$ cat src/rtl/i2c_seq_pkg.sv
package i2c_seq_pkg;

  typedef enum logic [1:0] {
    OP_START = 2'd0,
    OP_STOP  = 2'd1,
    OP_WRITE = 2'd2,
    OP_READ  = 2'd3
  } eng_op_e;

  localparam logic [1:0] KIND_PROBE = 2'd0;
  localparam logic [1:0] KIND_READ  = 2'd1;
  localparam logic [1:0] KIND_WRITE = 2'd2;

  typedef enum logic [3:0] {
    PH_IDLE,
    PH_START,
    PH_CHIPW,
    PH_SUB,
    PH_TSTOP,
    PH_START2,
    PH_CHIPR,
    PH_RDATA,
    PH_WDATA,
    PH_STOP,
    PH_DONE
  } seq_phase_e;

endpackage

$ cat src/rtl/i2c_seq_fold.sv
module i2c_seq_fold #(
  parameter int ADDR_BYTES = 4,
  localparam int ADDR_W = 8 * ADDR_BYTES,
  localparam int ALEN_W = $clog2(ADDR_BYTES + 1)
) (
  input  logic [6:0]        chip_i,
  input  logic [ADDR_W-1:0] addr_i,
  input  logic [ALEN_W-1:0] alen_i,
  input  logic [6:0]        mask_i,
  input  logic              en_i,
  output logic [6:0]        chip_o
);

  // Address bits left over above the sub-address width, moved to bit 0.
  function automatic logic [6:0] spill_bits(input logic [ADDR_W-1:0] a,
                                            input logic [ALEN_W-1:0] n);
    logic [ADDR_W-1:0] s;
    s = a;
    for (int k = 0; k < ADDR_BYTES; k++) begin
      if (k < int'(n)) s = s >> 8;
    end
    return s[6:0];
  endfunction

  assign chip_o = en_i ? (chip_i | (spill_bits(addr_i, alen_i) & mask_i)) : chip_i;

endmodule

$ cat src/rtl/i2c_seq_subaddr.sv
module i2c_seq_subaddr #(
  parameter int ADDR_BYTES = 4,
  localparam int ADDR_W = 8 * ADDR_BYTES,
  localparam int ALEN_W = $clog2(ADDR_BYTES + 1)
) (
  input  logic [ADDR_W-1:0] addr_i,
  input  logic [ALEN_W-1:0] idx_i,
  output logic [7:0]        byte_o
);

  // Byte number idx of the sub-address, byte 0 being the least significant.
  function automatic logic [7:0] pick_byte(input logic [ADDR_W-1:0] a,
                                           input logic [ALEN_W-1:0] i);
    logic [ADDR_W-1:0] s;
    s = a;
    for (int k = 0; k < ADDR_BYTES; k++) begin
      if (k < int'(i)) s = s >> 8;
    end
    return s[7:0];
  endfunction

  assign byte_o = pick_byte(addr_i, idx_i);

endmodule

$ cat src/rtl/i2c_seq_ctrl.sv
module i2c_seq_ctrl
  import i2c_seq_pkg::*;
#(
  parameter int ADDR_BYTES = 4,
  parameter int LEN_W = 16,
  localparam int ADDR_W = 8 * ADDR_BYTES,
  localparam int ALEN_W = $clog2(ADDR_BYTES + 1)
) (
  input  logic              clk,
  input  logic              rst_n,
  input  logic              req_valid,
  output logic              req_ready,
  input  logic [1:0]        req_kind,
  input  logic [6:0]        req_chip_f,
  input  logic [ALEN_W-1:0] req_alen,
  input  logic [ADDR_W-1:0] req_addr,
  input  logic [LEN_W-1:0]  req_len,
  input  logic              cfg_rep_start,
  output logic [ADDR_W-1:0] addr_q,
  output logic [ALEN_W-1:0] sub_idx,
  input  logic [7:0]        sub_byte,
  input  logic              wr_tvalid,
  output logic              wr_tready,
  input  logic [7:0]        wr_tdata,
  output logic              rd_tvalid,
  input  logic              rd_tready,
  output logic [7:0]        rd_tdata,
  output logic              eng_cmd_valid,
  input  logic              eng_cmd_ready,
  output logic [1:0]        eng_cmd_op,
  output logic [7:0]        eng_cmd_byte,
  output logic              eng_cmd_nack,
  input  logic              eng_rsp_valid,
  input  logic              eng_rsp_nack,
  input  logic [7:0]        eng_rsp_byte,
  output logic              done,
  output logic              done_err,
  output logic [LEN_W-1:0]  done_fails
);

  seq_phase_e        phase_q;
  logic              waiting_q, holding_q;
  logic [1:0]        kind_q;
  logic [6:0]        chip_q;
  logic [ALEN_W-1:0] alen_q, idx_q;
  logic [LEN_W-1:0]  len_q, rem_q, fails_q;
  logic              rep_q, err_q;
  logic [7:0]        rdbyte_q;

  // Named internal events
  logic    issue, cmd_fire, rsp_fire, rd_fire, req_fire;
  logic    addr_abort_evt, data_nack_evt, last_rem;
  eng_op_e op;

  assign req_ready = (phase_q == PH_IDLE);
  assign req_fire  = req_valid && req_ready;
  assign last_rem  = (rem_q == LEN_W'(1));

  always_comb begin
    op           = OP_START;
    eng_cmd_byte = 8'h00;
    eng_cmd_nack = 1'b0;
    issue        = 1'b0;
    case (phase_q)
      PH_START, PH_START2: begin issue = 1'b1; op = OP_START; end
      PH_TSTOP, PH_STOP:   begin issue = 1'b1; op = OP_STOP; end
      PH_CHIPW: begin issue = 1'b1; op = OP_WRITE; eng_cmd_byte = {chip_q, 1'b0}; end
      PH_SUB:   begin issue = 1'b1; op = OP_WRITE; eng_cmd_byte = sub_byte; end
      PH_CHIPR: begin issue = 1'b1; op = OP_WRITE; eng_cmd_byte = {chip_q, 1'b1}; end
      PH_WDATA: begin issue = wr_tvalid; op = OP_WRITE; eng_cmd_byte = wr_tdata; end
      PH_RDATA: begin issue = 1'b1; op = OP_READ; eng_cmd_nack = last_rem; end
      default: ;
    endcase
  end

  assign eng_cmd_op    = op;
  assign eng_cmd_valid = issue && !waiting_q && !holding_q;
  assign cmd_fire      = eng_cmd_valid && eng_cmd_ready;
  assign wr_tready     = (phase_q == PH_WDATA) && !waiting_q && eng_cmd_ready;
  assign rsp_fire      = waiting_q && eng_rsp_valid;
  assign rd_tvalid     = holding_q;
  assign rd_tdata      = rdbyte_q;
  assign rd_fire       = holding_q && rd_tready;
  assign addr_abort_evt = rsp_fire && eng_rsp_nack &&
                          (phase_q == PH_CHIPW || phase_q == PH_SUB || phase_q == PH_CHIPR);
  assign data_nack_evt  = rsp_fire && eng_rsp_nack && (phase_q == PH_WDATA);

  assign sub_idx    = idx_q;
  assign done       = (phase_q == PH_DONE);
  assign done_err   = err_q;
  assign done_fails = fails_q;

  always_ff @(posedge clk or negedge rst_n) begin
    if (!rst_n) begin
      phase_q   <= PH_IDLE;
      waiting_q <= 1'b0;
      holding_q <= 1'b0;
      kind_q    <= KIND_PROBE;
      chip_q    <= '0;
      alen_q    <= '0;
      idx_q     <= '0;
      addr_q    <= '0;
      len_q     <= '0;
      rem_q     <= '0;
      fails_q   <= '0;
      rep_q     <= 1'b0;
      err_q     <= 1'b0;
      rdbyte_q  <= '0;
    end else begin
      if (req_fire) begin
        kind_q  <= req_kind;
        chip_q  <= req_chip_f;
        alen_q  <= req_alen;
        addr_q  <= req_addr;
        len_q   <= req_len;
        rem_q   <= req_len;
        rep_q   <= cfg_rep_start;
        err_q   <= 1'b0;
        fails_q <= '0;
        phase_q <= PH_START;
      end
      if (cmd_fire) waiting_q <= 1'b1;
      if (rsp_fire) begin
        waiting_q <= 1'b0;
        case (phase_q)
          PH_START:
            phase_q <= (kind_q == KIND_READ && alen_q == '0) ? PH_CHIPR : PH_CHIPW;
          PH_CHIPW:
            if (eng_rsp_nack) begin
              err_q <= 1'b1; phase_q <= PH_STOP;
            end else if (kind_q == KIND_PROBE) begin
              phase_q <= PH_STOP;
            end else if (alen_q != '0) begin
              idx_q <= alen_q - ALEN_W'(1); phase_q <= PH_SUB;
            end else begin
              phase_q <= (len_q != '0) ? PH_WDATA : PH_STOP;
            end
          PH_SUB:
            if (eng_rsp_nack) begin
              err_q <= 1'b1; phase_q <= PH_STOP;
            end else if (idx_q != '0) begin
              idx_q <= idx_q - ALEN_W'(1);
            end else if (kind_q == KIND_READ) begin
              phase_q <= rep_q ? PH_START2 : PH_TSTOP;
            end else begin
              phase_q <= (len_q != '0) ? PH_WDATA : PH_STOP;
            end
          PH_TSTOP:  phase_q <= PH_START2;
          PH_START2: phase_q <= PH_CHIPR;
          PH_CHIPR:
            if (eng_rsp_nack) begin
              err_q <= 1'b1; phase_q <= PH_STOP;
            end else begin
              phase_q <= (len_q != '0) ? PH_RDATA : PH_STOP;
            end
          PH_RDATA: begin
            rdbyte_q  <= eng_rsp_byte;
            holding_q <= 1'b1;
          end
          PH_WDATA: begin
            if (eng_rsp_nack) fails_q <= fails_q + LEN_W'(1);
            rem_q <= rem_q - LEN_W'(1);
            if (last_rem) phase_q <= PH_STOP;
          end
          PH_STOP: phase_q <= PH_DONE;
          default: ;
        endcase
      end
      if (rd_fire) begin
        holding_q <= 1'b0;
        rem_q     <= rem_q - LEN_W'(1);
        if (last_rem) phase_q <= PH_STOP;
      end
      if (phase_q == PH_DONE) phase_q <= PH_IDLE;
    end
  end


  abort_stop_chk: assert property (@(posedge clk) disable iff (!rst_n)
    addr_abort_evt |=> (eng_cmd_valid && eng_cmd_op == OP_STOP));


  abort_no_fails_chk: assert property (@(posedge clk) disable iff (!rst_n)
    (done && done_err) |-> (done_fails == '0));


  rd_hold_chk: assert property (@(posedge clk) disable iff (!rst_n)
    (rd_tvalid && !rd_tready) |=> (rd_tvalid && $stable(rd_tdata)));


  fails_bound_chk: assert property (@(posedge clk) disable iff (!rst_n)
    data_nack_evt |-> (fails_q < len_q));


  cmd_hold_chk: assert property (@(posedge clk) disable iff (!rst_n)
    (eng_cmd_valid && !eng_cmd_ready) |=>
      (eng_cmd_valid && $stable(eng_cmd_op) && $stable(eng_cmd_byte)));


  req_busy_chk: assert property (@(posedge clk) disable iff (!rst_n)
    req_fire |=> !req_ready);

endmodule

$ cat src/rtl/i2c_xact_seq.sv
module i2c_xact_seq
  import i2c_seq_pkg::*;
#(
  parameter int ADDR_BYTES = 4,
  parameter int LEN_W = 16,
  localparam int ADDR_W = 8 * ADDR_BYTES,
  localparam int ALEN_W = $clog2(ADDR_BYTES + 1)
) (
  input  logic              clk,
  input  logic              rst_n,
  input  logic              req_valid,
  output logic              req_ready,
  input  logic [1:0]        req_kind,
  input  logic [6:0]        req_chip,
  input  logic [ALEN_W-1:0] req_alen,
  input  logic [ADDR_W-1:0] req_addr,
  input  logic [LEN_W-1:0]  req_len,
  input  logic              cfg_rep_start,
  input  logic              cfg_fold_en,
  input  logic [6:0]        cfg_fold_mask,
  input  logic              wr_tvalid,
  output logic              wr_tready,
  input  logic [7:0]        wr_tdata,
  output logic              rd_tvalid,
  input  logic              rd_tready,
  output logic [7:0]        rd_tdata,
  output logic              eng_cmd_valid,
  input  logic              eng_cmd_ready,
  output logic [1:0]        eng_cmd_op,
  output logic [7:0]        eng_cmd_byte,
  output logic              eng_cmd_nack,
  input  logic              eng_rsp_valid,
  input  logic              eng_rsp_nack,
  input  logic [7:0]        eng_rsp_byte,
  output logic              done,
  output logic              done_err,
  output logic [LEN_W-1:0]  done_fails
);

  logic [6:0]        chip_f;
  logic              fold_on;
  logic [ADDR_W-1:0] addr_q;
  logic [ALEN_W-1:0] sub_idx;
  logic [7:0]        sub_byte;

  assign fold_on = cfg_fold_en && (req_kind != KIND_PROBE);

  i2c_seq_fold #(.ADDR_BYTES(ADDR_BYTES)) i_fold (
    .chip_i(req_chip), .addr_i(req_addr), .alen_i(req_alen),
    .mask_i(cfg_fold_mask), .en_i(fold_on), .chip_o(chip_f)
  );

  i2c_seq_subaddr #(.ADDR_BYTES(ADDR_BYTES)) i_subaddr (
    .addr_i(addr_q), .idx_i(sub_idx), .byte_o(sub_byte)
  );

  i2c_seq_ctrl #(.ADDR_BYTES(ADDR_BYTES), .LEN_W(LEN_W)) i_ctrl (
    .clk(clk), .rst_n(rst_n),
    .req_valid(req_valid), .req_ready(req_ready), .req_kind(req_kind),
    .req_chip_f(chip_f), .req_alen(req_alen), .req_addr(req_addr), .req_len(req_len),
    .cfg_rep_start(cfg_rep_start),
    .addr_q(addr_q), .sub_idx(sub_idx), .sub_byte(sub_byte),
    .wr_tvalid(wr_tvalid), .wr_tready(wr_tready), .wr_tdata(wr_tdata),
    .rd_tvalid(rd_tvalid), .rd_tready(rd_tready), .rd_tdata(rd_tdata),
    .eng_cmd_valid(eng_cmd_valid), .eng_cmd_ready(eng_cmd_ready),
    .eng_cmd_op(eng_cmd_op), .eng_cmd_byte(eng_cmd_byte), .eng_cmd_nack(eng_cmd_nack),
    .eng_rsp_valid(eng_rsp_valid), .eng_rsp_nack(eng_rsp_nack), .eng_rsp_byte(eng_rsp_byte),
    .done(done), .done_err(done_err), .done_fails(done_fails)
  );


  fold_keeps_chip_chk: assert property (@(posedge clk) disable iff (!rst_n)
    (req_valid && req_ready) |-> ((chip_f & req_chip) == req_chip));


  fold_off_chk: assert property (@(posedge clk) disable iff (!rst_n)
    (req_valid && req_ready && !fold_on) |-> (chip_f == req_chip));

endmodule

$ cat config.mk
export PLATFORM = sky130hd
export DESIGN_NAME = i2c_xact_seq
export DESIGN_NICKNAME = d
export VERILOG_FILES = /design/src/rtl/i2c_seq_pkg.sv /design/src/rtl/i2c_seq_fold.sv /design/src/rtl/i2c_seq_subaddr.sv /design/src/rtl/i2c_seq_ctrl.sv /design/src/rtl/i2c_xact_seq.sv
export SDC_FILE = /design/constraint.sdc
export NUM_CORES = 1
export LEC_CHECK = 0
export BUFFER_PORTS_ARGS = -buffer_cell sky130_fd_sc_hd__buf_2
export CAP_MARGIN = 20
export CORE_ASPECT_RATIO = 1.75
export CORE_MARGIN = 10
export CORE_UTILIZATION = 35
export CTS_CLUSTER_DIAMETER = 120
export DETAILED_ROUTE_END_ITERATION = 6
export HOLD_SLACK_MARGIN = 0.03
export SYNTH_ARGS = -nofsm -noshare
export SYNTH_HDL_FRONTEND = slang
export SYNTH_HIERARCHICAL = 1
export SYNTH_SLANG_ARGS = --single-unit
export TNS_END_PERCENT = 5
$ cat constraint.sdc
create_clock -name clk -period 2.8 [get_ports clk]
set_clock_uncertainty 0.1 [all_clocks]
set_input_delay 0.28 -clock clk [delete_from_list [all_inputs] [get_ports clk]]
set_output_delay 0.28 -clock clk [all_outputs]
set_load 0.03 [all_outputs]
==> impl_summary.md <==
CTS
The buffer depth of the longest clock path is 2. The TritonCTS sink count is 111. Clock-pin slew was measured on the worst setup and hold paths at 80 ps. In this run the clock root is driven by a clkbuf_16. TritonCTS built the clock tree. The maximum level of the CTS H-tree is 3. The number of buffers created by CTS is 9. The later pin in the worst-skew pair is clocked with a latency of 350 ps.

Pwr
Cell internal power was estimated by the tool at 3.842 mW. The total power per unit cell area is 871.0 mW/mm². The power share of the combinational group is 38.8%. The cell leakage power is 3.651 nW. Net switching is 40.10% of the power. The worst IR drop on VDD is 0.3585 mV. The share of total power dissipated in sequential elements is 42.3%.

The reported net switching power is 2.572 mW. The clock network power share is 18.9%.

GRT
The via count of the first global-routing pass is 5695. Global routing finished with a remaining overflow of 0. The maximum number of pins on one net before global-route repair is 58. The number of antenna violations at the first check in global routing is 0.

The total track usage is 16.10%. The first global-routing pass estimated 30200 µm of wire.

Min path
The startpoint of the tightest hold check path is req_addr[27]. For hold timing, the worst endpoint is i_ctrl/addr_q[27]$_DFFE_PN0P_. The path category of the worst min-delay check is input pin to flop. The hold path depth is 3.

Yosys
The number of standard cells after synthesis is 684. Sequential elements use 46.00% of the synthesized area. The dominant synthesized flop cell is dfrtp_1. Yosys attributes the largest share of cell area to dfrtp_1, nand2_1, mux2i_1, o21ai_0, nor2_1.

After synthesis the netlist holds a flip-flop and latch count of 111. The count of flip-flops with a built-in enable after synthesis is 0. The top cell type by total area after synthesis is dfrtp_1. During synthesis, Yosys emitted a total of 6 warnings.

The synthesized netlist occupies a cell area of 0.006038 mm². The netlist uses 75 different library cells. When the netlist entered floorplanning its net count stood at 781. The commonest cells after synthesis are nand2_1, dfrtp_1, nor2_1. Summed over its instances, the top area cell type makes up 46.00% of the synthesized netlist area.

By instance count, the leading cell after synthesis is nand2_1. A synthesized cell averages 8.828 µm². The fraction of synthesis flops using an asynchronous set or reset pin is 100.0%.

STA
After routing, the total negative slack on setup checks comes to 0 ps. The hold violation total from the final report is 0. The final worst hold slack is 42.52 ps. The final setup violation count is 0. The worst slew margin relative to its limit is 57.26%. The number of max-slew violations in the final report is 0. The final critical path takes up 98.90% of the cycle. The slack of the critical path is 30.68 ps.

The final critical-path required period is 2769 ps. The maximum clock rate is 0.3611 GHz. Setup repair after global routing could not meet its margin everywhere. The pin slew with the least headroom to its limit is 641.1 ps.

Worst setup path
The cell that appears most often on the critical path is or3_4. The peak per-stage delay on the critical path is 510 ps. The endpoint identified for the worst register-to-register timing path is i_ctrl/phase_q[0]$_DFF_PN0_.

The worst setup path is of the flop to primary output kind. The cell depth of the worst setup path is 5. The worst reg-to-reg path cell count is 6. The signal on the critical path passes through or3_4 -> or3_4 -> or4b_4 -> nor3_4 -> buf_6. On the critical path the largest part of the delay comes from simple AND/OR/NAND/NOR gates.

Data arrives at the worst endpoint at 2390 ps. The type of origin of the critical path is a flop. The worst setup slack for register-to-register paths is 470 ps. At the worst endpoint, the required time is 2420 ps. The buffer and inverter count on the worst path is 1. The launching point of the worst reg2reg path is i_ctrl/rem_q[6]$_DFF_PN0_. In this run the worst path has a maximum fanout of 5. The type of destination of the critical path is a primary output. For this design, the slowest cell found on the critical path is or4b_4.

Layout
The number of non-filler instances in the completed layout is 1056. Of the cells placed in the final design, the portion with a size suffix greater than 1 is 25.57%. The area growth from synthesis to layout is 21.96%. The number of fill cells is 1682.

The number of nets at the end of the flow is 921. The post-layout utilization of the core is 43.46%. 0 antenna diodes ended up in the layout.

Detailed routing
The final routed wirelength across all metal layers is 18810 µm. The routed layout has 5473 vias. The detail route stage leaves a number of antenna-violating nets equal to 0. The detailed router finished its first iteration with 334 violations. For this run, the detailed router's first-pass iteration total came to 5. The post-detailed-route wirelength per cell is 17.81 µm. The via-per-instance ratio is 5.183. The detailed-route DRC error count is 0.

Floorplan
The floorplan has 63 rows. The height of the die is 193.8 µm. Once the floorplan was initialized, standard cells occupied 35.63% of the core. The total area inside the core boundary comes to 0.01695 mm².

The area enclosed by the die boundary is 0.02311 mm². 134 I/O pins were placed. The width of the chip is 119.3 µm.

Place
Timing analysis after detailed placement gives a worst setup slack of 246.7 ps. Routability-driven placement finished with a final weighted congestion of 0.8737. Detailed placement finished with a half-perimeter wire length of 14220 µm. The count of buffers from port buffering is 133. The cell total after placement is 1032.

Run
The max-capacitance violation count is 0.

Status
The run finished with clean final reports.
[per-stage QoR]
| stage | instance area [µm²] | total power, mW |
|---|---|---|
| floorplan | 6046 | 4.412 |
| global placement | 7000 | 5.151 |
| detailed placement | 7000 | 5.204 |
| CTS | 7346 | 6.471 |
| global route | 7365 | 6.897 |
| finish | 7365 | 6.415 |
[how the worst max path moves through the flow]
stage                   endpoint                      start
finish              eng_cmd_nack  i_ctrl/rem_q[6]$_DFF_PN0_
global route        eng_cmd_nack  i_ctrl/rem_q[6]$_DFF_PN0_
CTS                 eng_cmd_nack  i_ctrl/rem_q[8]$_DFF_PN0_
detailed placement  eng_cmd_nack  i_ctrl/rem_q[6]$_DFF_PN0_
global placement    eng_cmd_nack  i_ctrl/rem_q[6]$_DFF_PN0_
floorplan           eng_cmd_nack  i_ctrl/rem_q[6]$_DFF_PN0_
[cells in the final DEF, fill, tap and decap left out, types with 3 or more instances in the layout]
master / n
o22ai_1: 11
nand3_1: 12
nor4b_1: 3
a21oi_1: 20
nand2_1: 220
mux4_2: 3
nor3_2: 3
buf_4: 26
nor2_1: 34
xnor2_1: 3
mux2i_1: 29
inv_1: 21
a222oi_1: 7
buf_2: 131
o211ai_1: 7
clkbuf_16: 9
nor4_1: 11
dfrtp_1: 111
nand4_1: 7
nor2b_1: 8
a31o_1: 3
and3_1: 5
nor3_1: 10
a211oi_1: 5
o31ai_1: 7
a31oi_1: 4
mux2_2: 11
or3_1: 3
and4_1: 4
dlygate4sd3_1: 5
o21ai_0: 27
ha_1: 4
[per-layer routing]
layer,GRT usage (%),share of wire [%],up-vias
met5,0,0,-
met4,6.261,2.5,0
met3,3.586,4.6,29
met2,29.20,54,139
met1,17.58,39,2640
li1,-,-,2665
[state kept, by name, indices dropped and copies added (netlist names), 2 cells and up]
| name | cells |
|---|---|
| i_ctrl/alen_q | 3 |
| i_ctrl/rem_q | 16 |
| i_ctrl/phase_q | 4 |
| i_ctrl/rd_tdata | 8 |
| i_ctrl/sub_idx | 3 |
| i_ctrl/chip_q | 7 |
| i_ctrl/kind_q | 2 |
| i_ctrl/addr_q | 32 |
| i_ctrl/done_fails | 16 |
| i_ctrl/len_q | 16 |
[power groups by stage]
stage / registers, mW / clock network (mW) / logic [mW]
after floorplan: 2.77 / 0 / 1.64
after global placement: 2.73 / 0 / 2.43
after detailed placement: 2.75 / 0 / 2.45
after CTS: 2.71 / 1.26 / 2.50
after global routing: 2.81 / 1.32 / 2.77
final: 2.71 / 1.21 / 2.49
[layout make-up]
class	count	area, µm²	share of cell area (%)
clock inverter	6	45.04	0.6116
multi-input combinational	516	2998	40.71
timing repair buffer	165	952.2	12.93
clock buffer	10	229.0	3.109
sequential	111	2778	37.72
inverter	21	78.83	1.070
tap	227	284.0	3.857
[worst register-to-register path, cell delays in order, from the launching register on]
cell,delay [ps]
dfrtp_1,390
or3_4,400
or3_4,360
or4b_4,510
buf_4,160
o22a_1,180
a21oi_1,150
[timing repair]
action | in CTS | in global routing
hold endpoints to repair | 28 | 0
pin swaps | 0 | 3
setup endpoints to repair | 1 | 1
setup buffers | 1 | 2
gates resized for setup | 3 | 1
hold buffers | 5 | 0
[cell families (layout without fill, tap and decap cells)]
logic type | Yosys count | after routing | share of synthesized area [%]
compound gates | 118 | 118 | 13.32
xor+xnor | 3 | 3 | 0.4352
fa+ha+maj | 4 | 4 | 0.8289
buf+inv | 57 | 202 | 4.807
flops | 111 | 111 | 46.00
mux | 43 | 43 | 7.978
simple gates | 348 | 348 | 26.63
Note: power is estimated with default switching activity, not from simulation.
